--- config.mk ---
export PLATFORM = sky130hd
export DESIGN_NAME = spi_sck_gen
export DESIGN_NICKNAME = d
export VERILOG_FILES = /design/src/rtl/sckgen_pkg.sv /design/src/rtl/sck_prescaler.sv /design/src/rtl/sck_phase.sv /design/src/rtl/sck_strobes.sv /design/src/rtl/spi_sck_gen.sv
export SDC_FILE = /design/constraint.sdc
export NUM_CORES = 1
export LEC_CHECK = 0
export BUFFER_PORTS_ARGS = -buffer_cell sky130_fd_sc_hd__buf_2
export CORE_MARGIN = 2
export CORE_UTILIZATION = 33
export CTS_CLUSTER_SIZE = 20
export DETAILED_ROUTE_END_ITERATION = 10
export PLACE_DENSITY = 0.61
export SKIP_CTS_REPAIR_TIMING = 1
export SYNTH_ARGS = -nofsm -noshare
export SYNTH_HDL_FRONTEND = slang
export SYNTH_HIERARCHICAL = 1
export SYNTH_SLANG_ARGS = --single-unit
export TNS_END_PERCENT = 5
--- constraint.sdc ---
create_clock -name clk_i -period 2.1 [get_ports clk_i]
set_clock_uncertainty 0.05 [all_clocks]
set_input_delay 0.63 -clock clk_i [delete_from_list [all_inputs] [get_ports clk_i]]
set_output_delay 0.63 -clock clk_i [all_outputs]
set_load 0.03 [all_outputs]
--- src/rtl/sckgen_pkg.sv ---
package sckgen_pkg;

  typedef enum logic [1:0] {
    ST_IDLE  = 2'd0,
    ST_RUN   = 2'd1,
    ST_DRAIN = 2'd2
  } gen_state_e;

  typedef struct packed {
    logic pol;
    logic pha;
    logic full;
  } mode_t;

endpackage

--- src/rtl/sck_prescaler.sv ---
module sck_prescaler #(
  parameter int DIV_W = 8
) (
  input  logic             clk_i,
  input  logic             rst_ni,
  input  logic             cnt_en_i,
  input  logic             clear_i,
  input  logic [DIV_W-1:0] limit_i,
  output logic             tick_o
);

  logic [DIV_W-1:0] cnt_q, cnt_d;

  assign tick_o = (cnt_q == limit_i);

  always_comb begin
    cnt_d = cnt_q;
    if (clear_i) begin
      cnt_d = '0;
    end else if (cnt_en_i) begin
      cnt_d = tick_o ? '0 : cnt_q + 1'b1;
    end
  end

  always_ff @(posedge clk_i or negedge rst_ni) begin
    if (!rst_ni) begin
      cnt_q <= '0;
    end else if (clear_i || cnt_en_i) begin
      cnt_q <= cnt_d;
    end
  end

endmodule

--- src/rtl/sck_phase.sv ---
module sck_phase (
  input  logic clk_i,
  input  logic rst_ni,
  input  logic run_next_i,
  input  logic edge_go_i,
  output logic lvl_o,
  output logic lead_o,
  output logic trail_o
);

  logic lvl_q, lvl_d;

  assign lead_o  = edge_go_i & ~lvl_q;
  assign trail_o = edge_go_i &  lvl_q;
  assign lvl_o   = lvl_q;

  always_comb begin
    lvl_d = 1'b0;
    if (run_next_i) begin
      lvl_d = lvl_q ^ edge_go_i;
    end
  end

  always_ff @(posedge clk_i or negedge rst_ni) begin
    if (!rst_ni) begin
      lvl_q <= 1'b0;
    end else begin
      lvl_q <= lvl_d;
    end
  end

endmodule

--- src/rtl/sck_strobes.sv ---
module sck_strobes
  import sckgen_pkg::*;
(
  input  logic  clk_i,
  input  logic  rst_ni,
  input  mode_t mode_i,
  input  logic  start_i,
  input  logic  lead_i,
  input  logic  trail_i,
  input  logic  drain_fire_i,
  input  logic  hold_i,
  output logic  pend_o,
  output logic  drive_o,
  output logic  sample_o,
  output logic  first_o
);

  logic drive_ev, norm_ev, full_ev, samp_ev, first_ev;
  logic pend_q, pend_d, launched_q, launched_d;
  logic drive_q, sample_q, first_q;

  always_comb begin
    drive_ev = mode_i.pha ? lead_i : (start_i | trail_i);
    norm_ev  = mode_i.pha ? trail_i : lead_i;
    full_ev  = pend_q & (lead_i | trail_i | drain_fire_i);
    samp_ev  = mode_i.full ? full_ev : norm_ev;
    first_ev = drive_ev & ~launched_q;
  end

  always_comb begin
    pend_d     = pend_q;
    launched_d = launched_q | drive_ev;
    if (!hold_i) begin
      pend_d     = 1'b0;
      launched_d = 1'b0;
    end else if (mode_i.full && norm_ev) begin
      pend_d = 1'b1;
    end else if (full_ev) begin
      pend_d = 1'b0;
    end
  end

  always_ff @(posedge clk_i or negedge rst_ni) begin
    if (!rst_ni) begin
      pend_q     <= 1'b0;
      launched_q <= 1'b0;
      drive_q    <= 1'b0;
      sample_q   <= 1'b0;
      first_q    <= 1'b0;
    end else begin
      pend_q     <= pend_d;
      launched_q <= launched_d;
      drive_q    <= drive_ev;
      sample_q   <= samp_ev;
      first_q    <= first_ev;
    end
  end

  assign pend_o   = pend_q;
  assign drive_o  = drive_q;
  assign sample_o = sample_q;
  assign first_o  = first_q;

  AST_PEND_NEEDS_FULL: assert property (@(posedge clk_i) disable iff (!rst_ni)
    (pend_q && hold_i && !drain_fire_i && !(lead_i | trail_i)) |=> pend_q)
    else $error("pending full-cycle sample lost");

endmodule

--- src/rtl/spi_sck_gen.sv ---
module spi_sck_gen
  import sckgen_pkg::*;
#(
  parameter int DIV_W = 8
) (
  input  logic             clk_i,
  input  logic             rst_ni,
  input  logic             en_i,
  input  logic             advance_i,
  input  logic             cpol_i,
  input  logic             cpha_i,
  input  logic             fullcyc_i,
  input  logic [DIV_W-1:0] div_i,
  output logic             sck_o,
  output logic             drive_o,
  output logic             sample_o,
  output logic             first_o,
  output logic             idle_o
);

  logic [1:0]       rst_sync_q;
  logic             rst_n;
  gen_state_e       st_q, st_d;
  mode_t            mode_q, mode_eff;
  logic [DIV_W-1:0] div_q, div_eff;
  logic             run, start, tick, edge_go, drain_fire, pend;
  logic             cnt_en, lvl, lead, trail, hold;

  // reset: asserts at once, releases after two clock edges
  always_ff @(posedge clk_i or negedge rst_ni) begin
    if (!rst_ni) begin
      rst_sync_q <= 2'b00;
    end else begin
      rst_sync_q <= {rst_sync_q[0], 1'b1};
    end
  end
  assign rst_n = rst_sync_q[1];

  assign run      = en_i & advance_i;
  assign start    = (st_q == ST_IDLE) & run;
  assign mode_eff = (st_q == ST_IDLE) ? mode_t'({cpol_i, cpha_i, fullcyc_i}) : mode_q;
  assign div_eff  = (st_q == ST_IDLE) ? div_i : div_q;

  // settings are captured only while idle
  always_ff @(posedge clk_i or negedge rst_n) begin
    if (!rst_n) begin
      mode_q <= '0;
      div_q  <= '0;
    end else if (st_q == ST_IDLE) begin
      mode_q <= mode_eff;
      div_q  <= div_eff;
    end
  end

  assign edge_go    = (st_q == ST_RUN) & run & tick;
  assign drain_fire = en_i & pend & mode_eff.full & tick &
                      (((st_q == ST_RUN) & ~advance_i) | (st_q == ST_DRAIN));
  assign cnt_en     = en_i & (st_q != ST_IDLE);

  always_comb begin
    st_d = st_q;
    unique case (st_q)
      ST_IDLE:  if (run) st_d = ST_RUN;
      ST_RUN:   if (!run) st_d = (en_i & pend & mode_eff.full & ~tick) ? ST_DRAIN : ST_IDLE;
      ST_DRAIN: if (!en_i || tick) st_d = ST_IDLE;
      default:  st_d = ST_IDLE;
    endcase
  end

  always_ff @(posedge clk_i or negedge rst_n) begin
    if (!rst_n) begin
      st_q <= ST_IDLE;
    end else begin
      st_q <= st_d;
    end
  end

  assign hold = (st_d != ST_IDLE);

  sck_prescaler #(.DIV_W(DIV_W)) i_prescaler (
    .clk_i    (clk_i),
    .rst_ni   (rst_n),
    .cnt_en_i (cnt_en),
    .clear_i  (start),
    .limit_i  (div_eff),
    .tick_o   (tick)
  );

  sck_phase i_phase (
    .clk_i      (clk_i),
    .rst_ni     (rst_n),
    .run_next_i (st_d == ST_RUN),
    .edge_go_i  (edge_go),
    .lvl_o      (lvl),
    .lead_o     (lead),
    .trail_o    (trail)
  );

  sck_strobes i_strobes (
    .clk_i        (clk_i),
    .rst_ni       (rst_n),
    .mode_i       (mode_eff),
    .start_i      (start),
    .lead_i       (lead),
    .trail_i      (trail),
    .drain_fire_i (drain_fire),
    .hold_i       (hold),
    .pend_o       (pend),
    .drive_o      (drive_o),
    .sample_o     (sample_o),
    .first_o      (first_o)
  );

  assign sck_o  = mode_q.pol ^ lvl;
  assign idle_o = (st_q == ST_IDLE);

  AST_DIV0_TOGGLE: assert property (@(posedge clk_i) disable iff (!rst_n)
    (st_q == ST_RUN && run && div_q == '0) |=> (sck_o != $past(sck_o)))
    else $error("SCK failed to toggle at divider 0");

  AST_IDLE_LEVEL: assert property (@(posedge clk_i) disable iff (!rst_n)
    ($past(rst_n) && idle_o && $past(idle_o)) |-> (sck_o == $past(cpol_i)))
    else $error("idle SCK level differs from CPOL");

  AST_DRIVE_ON_EDGE: assert property (@(posedge clk_i) disable iff (!rst_n)
    (drive_o && !(first_o && !mode_q.pha)) |-> (sck_o != $past(sck_o)))
    else $error("drive strobe without SCK edge");

  AST_SAMPLE_ON_EDGE: assert property (@(posedge clk_i) disable iff (!rst_n)
    (sample_o && !mode_q.full) |-> (sck_o != $past(sck_o)))
    else $error("half-cycle sample strobe without SCK edge");

  AST_EN_OFF: assert property (@(posedge clk_i) disable iff (!rst_n)
    !$past(en_i) |-> (idle_o && !drive_o && !sample_o))
    else $error("activity after enable dropped");

  AST_CFG_HOLD: assert property (@(posedge clk_i) disable iff (!rst_n)
    (!idle_o && !$past(idle_o)) |-> ($stable(mode_q) && $stable(div_q)))
    else $error("settings changed while busy");

  AST_FIRST_AT_START: assert property (@(posedge clk_i) disable iff (!rst_n)
    (first_o && !mode_q.pha) |-> $past(idle_o))
    else $error("first strobe not at start for CPHA=0");

  AST_IDLE_QUIET: assert property (@(posedge clk_i) disable iff (!rst_n)
    idle_o |-> (!drive_o && !first_o))
    else $error("drive strobe while idle");

endmodule

# After elaboration in Yosys (flattened, before gate mapping)
# Index checks and enable logic that the tools add are counted.
# classes
n_mux	18
n_eq_ne	5
reduce_logical	9
n_bitwise	26
addsub	1
# op_table
op	count
$mux 8	4
$and 1x1->1	15
$mux 2	5
$add 8x1->8 const B	1
$eq 8x8->1	1
$mux 1	8
$pmux 2 s3	1
$reduce_bool 2->1	3
$or 1x1->1	5
$eq 2x1->1 const B	2
$not 1->1	4
$ne 3x3->1 const B	1
$eq 2x2->1 const B	1
$logic_not 2->1	1
$logic_or 1x1->1	2
$reduce_and 2->1	1
$xor 1x1->1	2
$logic_and 1x1->1	1
$logic_not 1->1	1
# word_totals
in_bits	15
regBits	29

# Depth between registers and ports, before layout
# Gate-level depths: netlist of run 1.
# depth
word_depth	11
mapped_depth	11
mapped_depth_nobuf	10

# By module
# The synthesis of run 1 kept the hierarchy.
# modules_own_cells
module	seq_area_each_um2	cells_each	area_per_inst_um2	instances
spi_sck_gen	375.4	58	765.7	1
sck_prescaler	200.2	57	548.0	1
sck_strobes	125.1	19	209.0	1
sck_phase	25.0	5	67.6	1

# Worst setup path after synthesis of run 1
# Ideal clock, no wire load.
# synth_timing
path_kind	reg-to-reg
start	register st_q[0]
end	register i_strobes.sample_q, in the netlist i_strobes/sample_o
path_slack_ps	-495
arrival_time_ps	2422
required_time_ps	1927
n_path_buf	1
stages_incl_launch_ff	11
cell_sequence	dfrtp_1 nor2_2 buf_4 mux2_2 xnor2_1 nand4_1 nor2_1 and3_2 ha_1 or3_1 o221a_2
# synth_via
elab_chain_len	9
word_cells_on_any_way	20
classes_between	eq/ne: 3; mux: 4; bitwise: 12; reduce/logical: 1
# synth_lines
item	line	text
start, declared	spi_sck_gen.sv:23	gen_state_e st_q, st_d;
start signal, assigned	spi_sck_gen.sv:74	st_q <= st_d;
$logic_not 2->1 (*)	--	
via idle_o	spi_sck_gen.sv:18	output logic idle_o
$mux 8 (*)	spi_sck_gen.sv:42	assign div_eff = (st_q == ST_IDLE) ? div_i : div_q;
via div_eff[3]	spi_sck_gen.sv:25	logic [DIV_W-1:0] div_q, div_eff;
$eq 8x8->1 (*)	sck_prescaler.sv:14	assign tick_o = (cnt_q == limit_i);
via tick	spi_sck_gen.sv:26	logic run, start, tick, edge_go, drain_fire, pend;
$and 1x1->1 (*)	spi_sck_gen.sv:55	assign edge_go = (st_q == ST_RUN) & run & tick;
via edge_go	spi_sck_gen.sv:26	
$and 1x1->1 (*)	sck_phase.sv:13	assign lead_o = edge_go_i & ~lvl_q;
via lead	spi_sck_gen.sv:27	logic cnt_en, lvl, lead, trail, hold;
$or 1x1->1 (2 in series)	sck_strobes.sv:25	full_ev = pend_q & (lead_i | trail_i | drain_fire_i);
$and 1x1->1	sck_strobes.sv:25	
$mux 1 (*)	sck_strobes.sv:26	samp_ev = mode_i.full ? full_ev : norm_ev;
via i_strobes.samp_ev	sck_strobes.sv:18	logic drive_ev, norm_ev, full_ev, samp_ev, first_ev;
end signal, assigned	sck_strobes.sv:54	sample_q <= samp_ev;
end, declared	sck_strobes.sv:20	logic drive_q, sample_q, first_q;
# Mark *: on every way through the listed nets, which the timed path passes. The rest lies on a longest branch.
# A chain may end at the register's enable or synchronous reset.

# Worst setup path after layout of run 1
# layout_timing
start	register st_q[1]
end	register i_strobes.sample_q, in the netlist i_strobes/sample_o
# layout_via
word_cells_on_any_way	20
classes_between	eq/ne: 3; mux: 4; bitwise: 12; reduce/logical: 1
# layout_lines
item	line	text
$logic_not 2->1	spi_sck_gen.sv:42	
$mux 8	spi_sck_gen.sv:42	
via div_eff[6]	spi_sck_gen.sv:25	
$eq 8x8->1	sck_prescaler.sv:14	
via tick	spi_sck_gen.sv:26	
$and 1x1->1 (2 in series)	spi_sck_gen.sv:56	assign drain_fire = en_i & pend & mode_eff.full & tick &
via drain_fire	spi_sck_gen.sv:26	
$or 1x1->1	sck_strobes.sv:25	
$and 1x1->1	sck_strobes.sv:25	
$mux 1	sck_strobes.sv:26	
via i_strobes.samp_ev	sck_strobes.sv:18	
# The timed path passes the listed nets, and every way through them passes these cells.

==> results of run 1 <==
## sequential cells by signal, indices dropped and copies added, names as in the netlist
name                  cells
div_q                     8
i_prescaler/cnt_q         8
mode_q                    3
rst_sync_q                2
st_q                      2
i_phase/lvl_o             1
i_strobes/drive_o         1
i_strobes/first_o         1
i_strobes/launched_q      1
i_strobes/pend_o          1
i_strobes/sample_o        1
## metrics by stage
step | area (um2) | instances
after floorplan | 1710 | 138
after global placement | 2000 | 228
after detailed placement | 2000 | 228
after CTS | 2120 | 236
after global routing | 2170 | 236
final | 2170 | 236
## worst max-delay path, cell delays in order (launching register included)
cell and delay (ns):
dfrtp_1 0.40, nor2_4 0.13, buf_12 0.16, mux2_4 0.34, xnor2_4 0.16, nand4_1 0.17
nor2_2 0.14, buf_4 0.13, nand4_1 0.11, a21oi_2 0.14, nor2_1 0.07, a21oi_1 0.12
o221a_2 0.19
## power breakdown
group / total (mW) / switching [mW] / internal (mW)
registers: 0.652 / 0.0532 / 0.599
clock network: 0.603 / 0.217 / 0.386
logic: 0.291 / 0.125 / 0.166
total: 1.55 / 0.395 / 1.15
## layer usage
metal,track usage (%),wire length (um),vias to the layer above
li1,-,-,588
met1,16.0,1490,637
met2,24.7,1800,32
met3,4.14,131,5
met4,6.79,65,0
met5,0,0,-
## layout make-up
type	instances	area, um2	area share (%)
clock buffers	7	86.3	3.98
flip-flops and latches	29	726	33.4
inverters	3	11.3	0.519
clock inverters	1	30.0	1.38
well taps	54	67.6	3.11
multi-input cells	104	998	46.0
repair buffers	38	250	11.5
## cell usage in the layout (no fill, tap or decap), drive strengths merged, types with 4 or more instances in the layout
cell type and instances:
a21oi 6, and2 5, buf 38, clkbuf 7
dfrtp 29, mux2 22, nand2 6, nor2 6
nor2b 4, o21ai 6, xnor2 8
## worst min path at each step
stage                             start            end  slack [ns]  cells past startpoint
after floorplan                  rst_ni  rst_sync_q[0]        0.28                      0
after global routing      rst_sync_q[1]       div_q[6]        0.05                      0
after CTS                 rst_sync_q[1]       div_q[6]        0.04                      0
after global placement    rst_sync_q[1]      mode_q[1]        0.03                      0
final                     rst_sync_q[1]       div_q[6]        0.03                      0
after detailed placement  rst_sync_q[1]      mode_q[1]        0.04                      0
==> impl_metrics.json, run 1 <==
{
  "status": "finished with violations",
  "violations": "setup timing",
  "postSynthAreaPerCell_um2": 11.4,
  "rows": 25,
  "hold_path_class": "reg2async",
  "fill_cells": 424,
  "cts.clk_slew.worst_paths_ns": 0.07,
  "crit_path_max_fanout": 15,
  "p_leak_nw": 0.971,
  "syn-num-nets": 156,
  "vias_per_cell": 5.35,
  "grt_pass1_vias": 1338,
  "die_w_um": 73.2,
  "critPathLaunch": "st_q[1]",
  "design.core.area_mm2": 0.00466,
  "cts_buffer_depth": 2,
  "dr_total_vias": 1262,
  "preCtsSetupSlack_ns": -0.239,
  "ant_nets": 0,
  "setup_violations": 10,
  "io_pins": 20,
  "worstReg2RegStart": "st_q[1]",
  "power.density_mw_per_mm2": 713,
  "setup_tns_ns": -1.36,
  "drt_iter0_drc": 108,
  "drc": 0,
  "critical_path.endpoint": "i_strobes/sample_o",
  "drt_first_pass_iters": 4,
  "avgRoutedWirePerCell_um": 14.8,
  "finalCritPeriodShare_pct": 112,
  "crit_type": "reg2reg",
  "fmaxAchievable_ghz": 0.424,
  "place.gp.congestion": 0.807,
  "numCtsBuffers": 5,
  "grt_max_degree": 23,
  "fin_nets": 199,
  "synth_area_mm2": 0.00158,
  "final_core_util_pct": 46.6,
  "gr-usage-all-layers_pct": 14.3,
  "insertedDiodeCount": 0,
  "holdWs_ns": 0.0292,
  "die-area_mm2": 0.00535,
  "grt_pass1_wl_um": 5770,
  "cp-start-kind": "flop",
  "dieHeight_um": 73.2,
  "cp.required_ns": 2.28,
  "cts_htree_levels": 2,
  "cp.arrival_ns": 2.54,
  "cts_tree": "built",
  "cts_root_buf": "clkbuf_8",
  "finalWorstSetupSlack_ns": -0.259,
  "clock_latency_ns": 0.29,
  "rsz0062_at_grt": "true",
  "reg2reg_slack_ns": -0.26,
  "period_minus_slack_ns": 2.36,
  "slew_violations": 0,
  "r2r_cells": 12,
  "cts_sinks": 29,
  "hold_viol": 0,
  "ir_drop_mv": 0.503,
  "reg2reg_to": "i_strobes/sample_o",
  "portBuffers": 19,
  "syn_inst": 138,
  "grt_overflow": 0,
  "drv_cap": 0,
  "endpoint_kind": "flop",
  "synthToLayoutAreaGrowth_pct": 37.4,
  "hpwl_um": 2490,
  "total_power_mw": 1.55,
  "drive_gt1_share_pct": 51.6,
  "start_util_pct": 33.9,
  "drt_wl_total_um": 3480,
  "antenna_found_initial": 0,
  "yosys_warnings": 6
}
Note: power is estimated with default switching activity, not from simulation.
==> run 2, diff against run 1 <==
CORE_UTILIZATION = 45   (was 33)
PLACE_DENSITY = 0.75   (was 0.61)
==> run 2 against run 1 <==
  * The flow still finishes with violations (setup timing)
  * Combinational power shrank 5%
  * Sequential share of layout area grew 1.5 points
  * Design area shrank 4.4%
  * Register-to-register slack lost 0.02 ns
  * Count of clock-buffer cells in the layout shrank 1
  * Critical endpoint is now i_strobes/first_o
  * Largest cell class unchanged
==> impl_metrics.json, run 2 (synthesized netlist as in run 1, its figures left out) <==
{
  "gr-usage-all-layers_pct": 17.8,
  "vias_per_cell": 5.23,
  "max_stage_delay_ns": 0.43,
  "insertedDiodeCount": 0,
  "dieHeight_um": 63.2,
  "io_pins": 20,
  "crit_path_max_fanout": 14,
  "p_leak_nw": 0.943,
  "status": "finished with violations",
  "cts_buffer_depth": 2,
  "grt_max_degree": 28,
  "crit_top_cell": "nor2_2",
  "dr_total_vias": 1192,
  "hold_path_class": "reg2async",
  "cts_tree": "built",
  "crit_path_cell_trace": "nor2_4 -> buf_12 -> mux2_4 -> xnor2_2 -> nand4_1 -> nor2_2 -> and3_4 -> ha_4 -> nor2_2 -> o21ai_2 -> nor2b_1",
  "place.gp.congestion": 0.816,
  "switching_share_pct": 29.0,
  "layout_common_cells": "dfrtp_1, buf_2, buf_4",
  "reg_top3": "div_q (8), i_prescaler/cnt_q (8), mode_q (3)",
  "ant_nets": 0,
  "p_sw_uw": 360,
  "rows": 21,
  "dp_cells": 219,
  "holdWs_ns": 0.176,
  "intPower_uw": 882,
  "synthToLayoutAreaGrowth_pct": 31.4,
  "drt_first_pass_iters": 4,
  "cp.arrival_ns": 2.61,
  "final_cells": 228,
  "hold_viol": 0,
  "drt_wl_total_um": 3210,
  "cts.clk_slew.worst_paths_ns": 0.10,
  "cts_root_buf": "clkbuf_4",
  "drc": 0,
  "pwr-share-seq_pct": 52.2,
  "cts_sinks": 29,
  "ir_drop_mv": 0.322,
  "hpwl_um": 2440,
  "design.core.area_mm2": 0.00336,
  "drt_iter0_drc": 12,
  "portBuffers": 19,
  "cp.required_ns": 2.32,
  "cts_htree_levels": 2,
  "start_util_pct": 46.9,
  "crit_buf_inv": 1,
  "power.density_mw_per_mm2": 598,
  "drive_gt1_share_pct": 51.1,
  "finalCritPeriodShare_pct": 113,
  "numCtsBuffers": 5,
  "cp-start-kind": "flop",
  "antenna_found_initial": 0,
  "rsz0062_at_grt": "true",
  "die-area_mm2": 0.00400,
  "pwr-share-comb_pct": 22.2,
  "layout_commonest_cell": "dfrtp_1",
  "multi_input_area_um2": 970,
  "grt_pass1_wl_um": 5380,
  "violations": "setup timing",
  "clock_latency_ns": 0.33,
  "finalWorstSetupSlack_ns": -0.283,
  "crit_family": "simple AND/OR/NAND/NOR gates",
  "drv_cap": 0,
  "die_w_um": 63.2,
  "grt_overflow": 0,
  "regArea_um2": 726,
  "endpoint_kind": "flop",
  "slew_violations": 0,
  "avgRoutedWirePerCell_um": 14.1,
  "crit_type": "reg2reg",
  "period_minus_slack_ns": 2.38,
  "fill_cells": 290,
  "crit_path_top_delay_cell": "dfrtp_1",
  "fin_nets": 199,
  "p_clk_share_pct": 25.6,
  "fmaxAchievable_ghz": 0.420,
  "grt_pass1_vias": 1182,
  "setup_violations": 10
}
==> run 2: cell count changes in the layout (fill, tap and decap cells not counted), sizes merged <==
cell,delta
clkbuf,-1
bufinv,-1
dlygate4sd3,+1
clkinv,+2
buf,-1
==> run 2: worst paths after layout <==
path,from,to,slack [ns],cells past startpoint
max,st_q[0],i_strobes/first_o,-0.28,11
min,rst_sync_q[1],i_phase/lvl_o,0.18,1
max reg2reg,st_q[0],i_strobes/first_o,-0.28,11
min reg2reg,rst_sync_q[1],i_phase/lvl_o,0.18,1
max in group asynchronous,rst_ni,rst_sync_q[0],1.35,2
min in group clk_i,rst_sync_q[0],rst_sync_q[1],0.33,0
==> run 2: layout make-up <==
class	count	area share [%]
clock buffers	6	1.99
clock inverters	2	0.483
inverters	3	0.543
multi-input cells	104	46.7
flip-flops and latches	29	35.0
well taps	46	2.77
repair buffers	38	12.5
==> run 2: metrics by stage <==
| step | setup TNS, ns | instance area, um2 | setup WS, ns | total power, mW | utilization (%) |
|---|---|---|---|---|---|
| floorplan | -1.11 | 1710 | -0.256 | 0.840 | - |
| global placement | -0.822 | 1980 | -0.182 | 0.913 | 59.0 |
| detailed placement | -1.76 | 1980 | -0.301 | 0.927 | 59.0 |
| CTS | -1.90 | 2030 | -0.312 | 1.25 | 60.5 |
| global route | -2.64 | 2070 | -0.391 | 1.32 | 61.7 |
| finish | -1.57 | 2070 | -0.283 | 1.24 | 61.7 |
==> run 2: per-layer routing <==
layer  part of all wire [%]  GRT usage, %
met5                      0             0
met4                    1.5          6.52
met2                     52          29.0
met3                    3.5          6.61
met1                     43          21.7
==> run 2: power groups by stage <==
| stage | clock network (mW) | logic (mW) | registers (mW) |
|---|---|---|---|
| final | 0.318 | 0.275 | 0.648 |
| after global routing | 0.361 | 0.297 | 0.658 |
| after CTS | 0.332 | 0.269 | 0.648 |
| after detailed placement | 0 | 0.267 | 0.660 |
| after global placement | 0 | 0.256 | 0.657 |
| after floorplan | 0 | 0.184 | 0.656 |
==> run 2: worst reg2reg max path, cell delays in order, from the launching register on <==
cell     delay [ns]
dfrtp_1        0.43
nor2_4         0.13
buf_12         0.16
mux2_4         0.32
xnor2_2        0.18
nand4_1        0.18
nor2_2         0.14
and3_4         0.23
ha_4           0.15
nor2_2         0.05
o21ai_2        0.17
nor2b_1        0.14
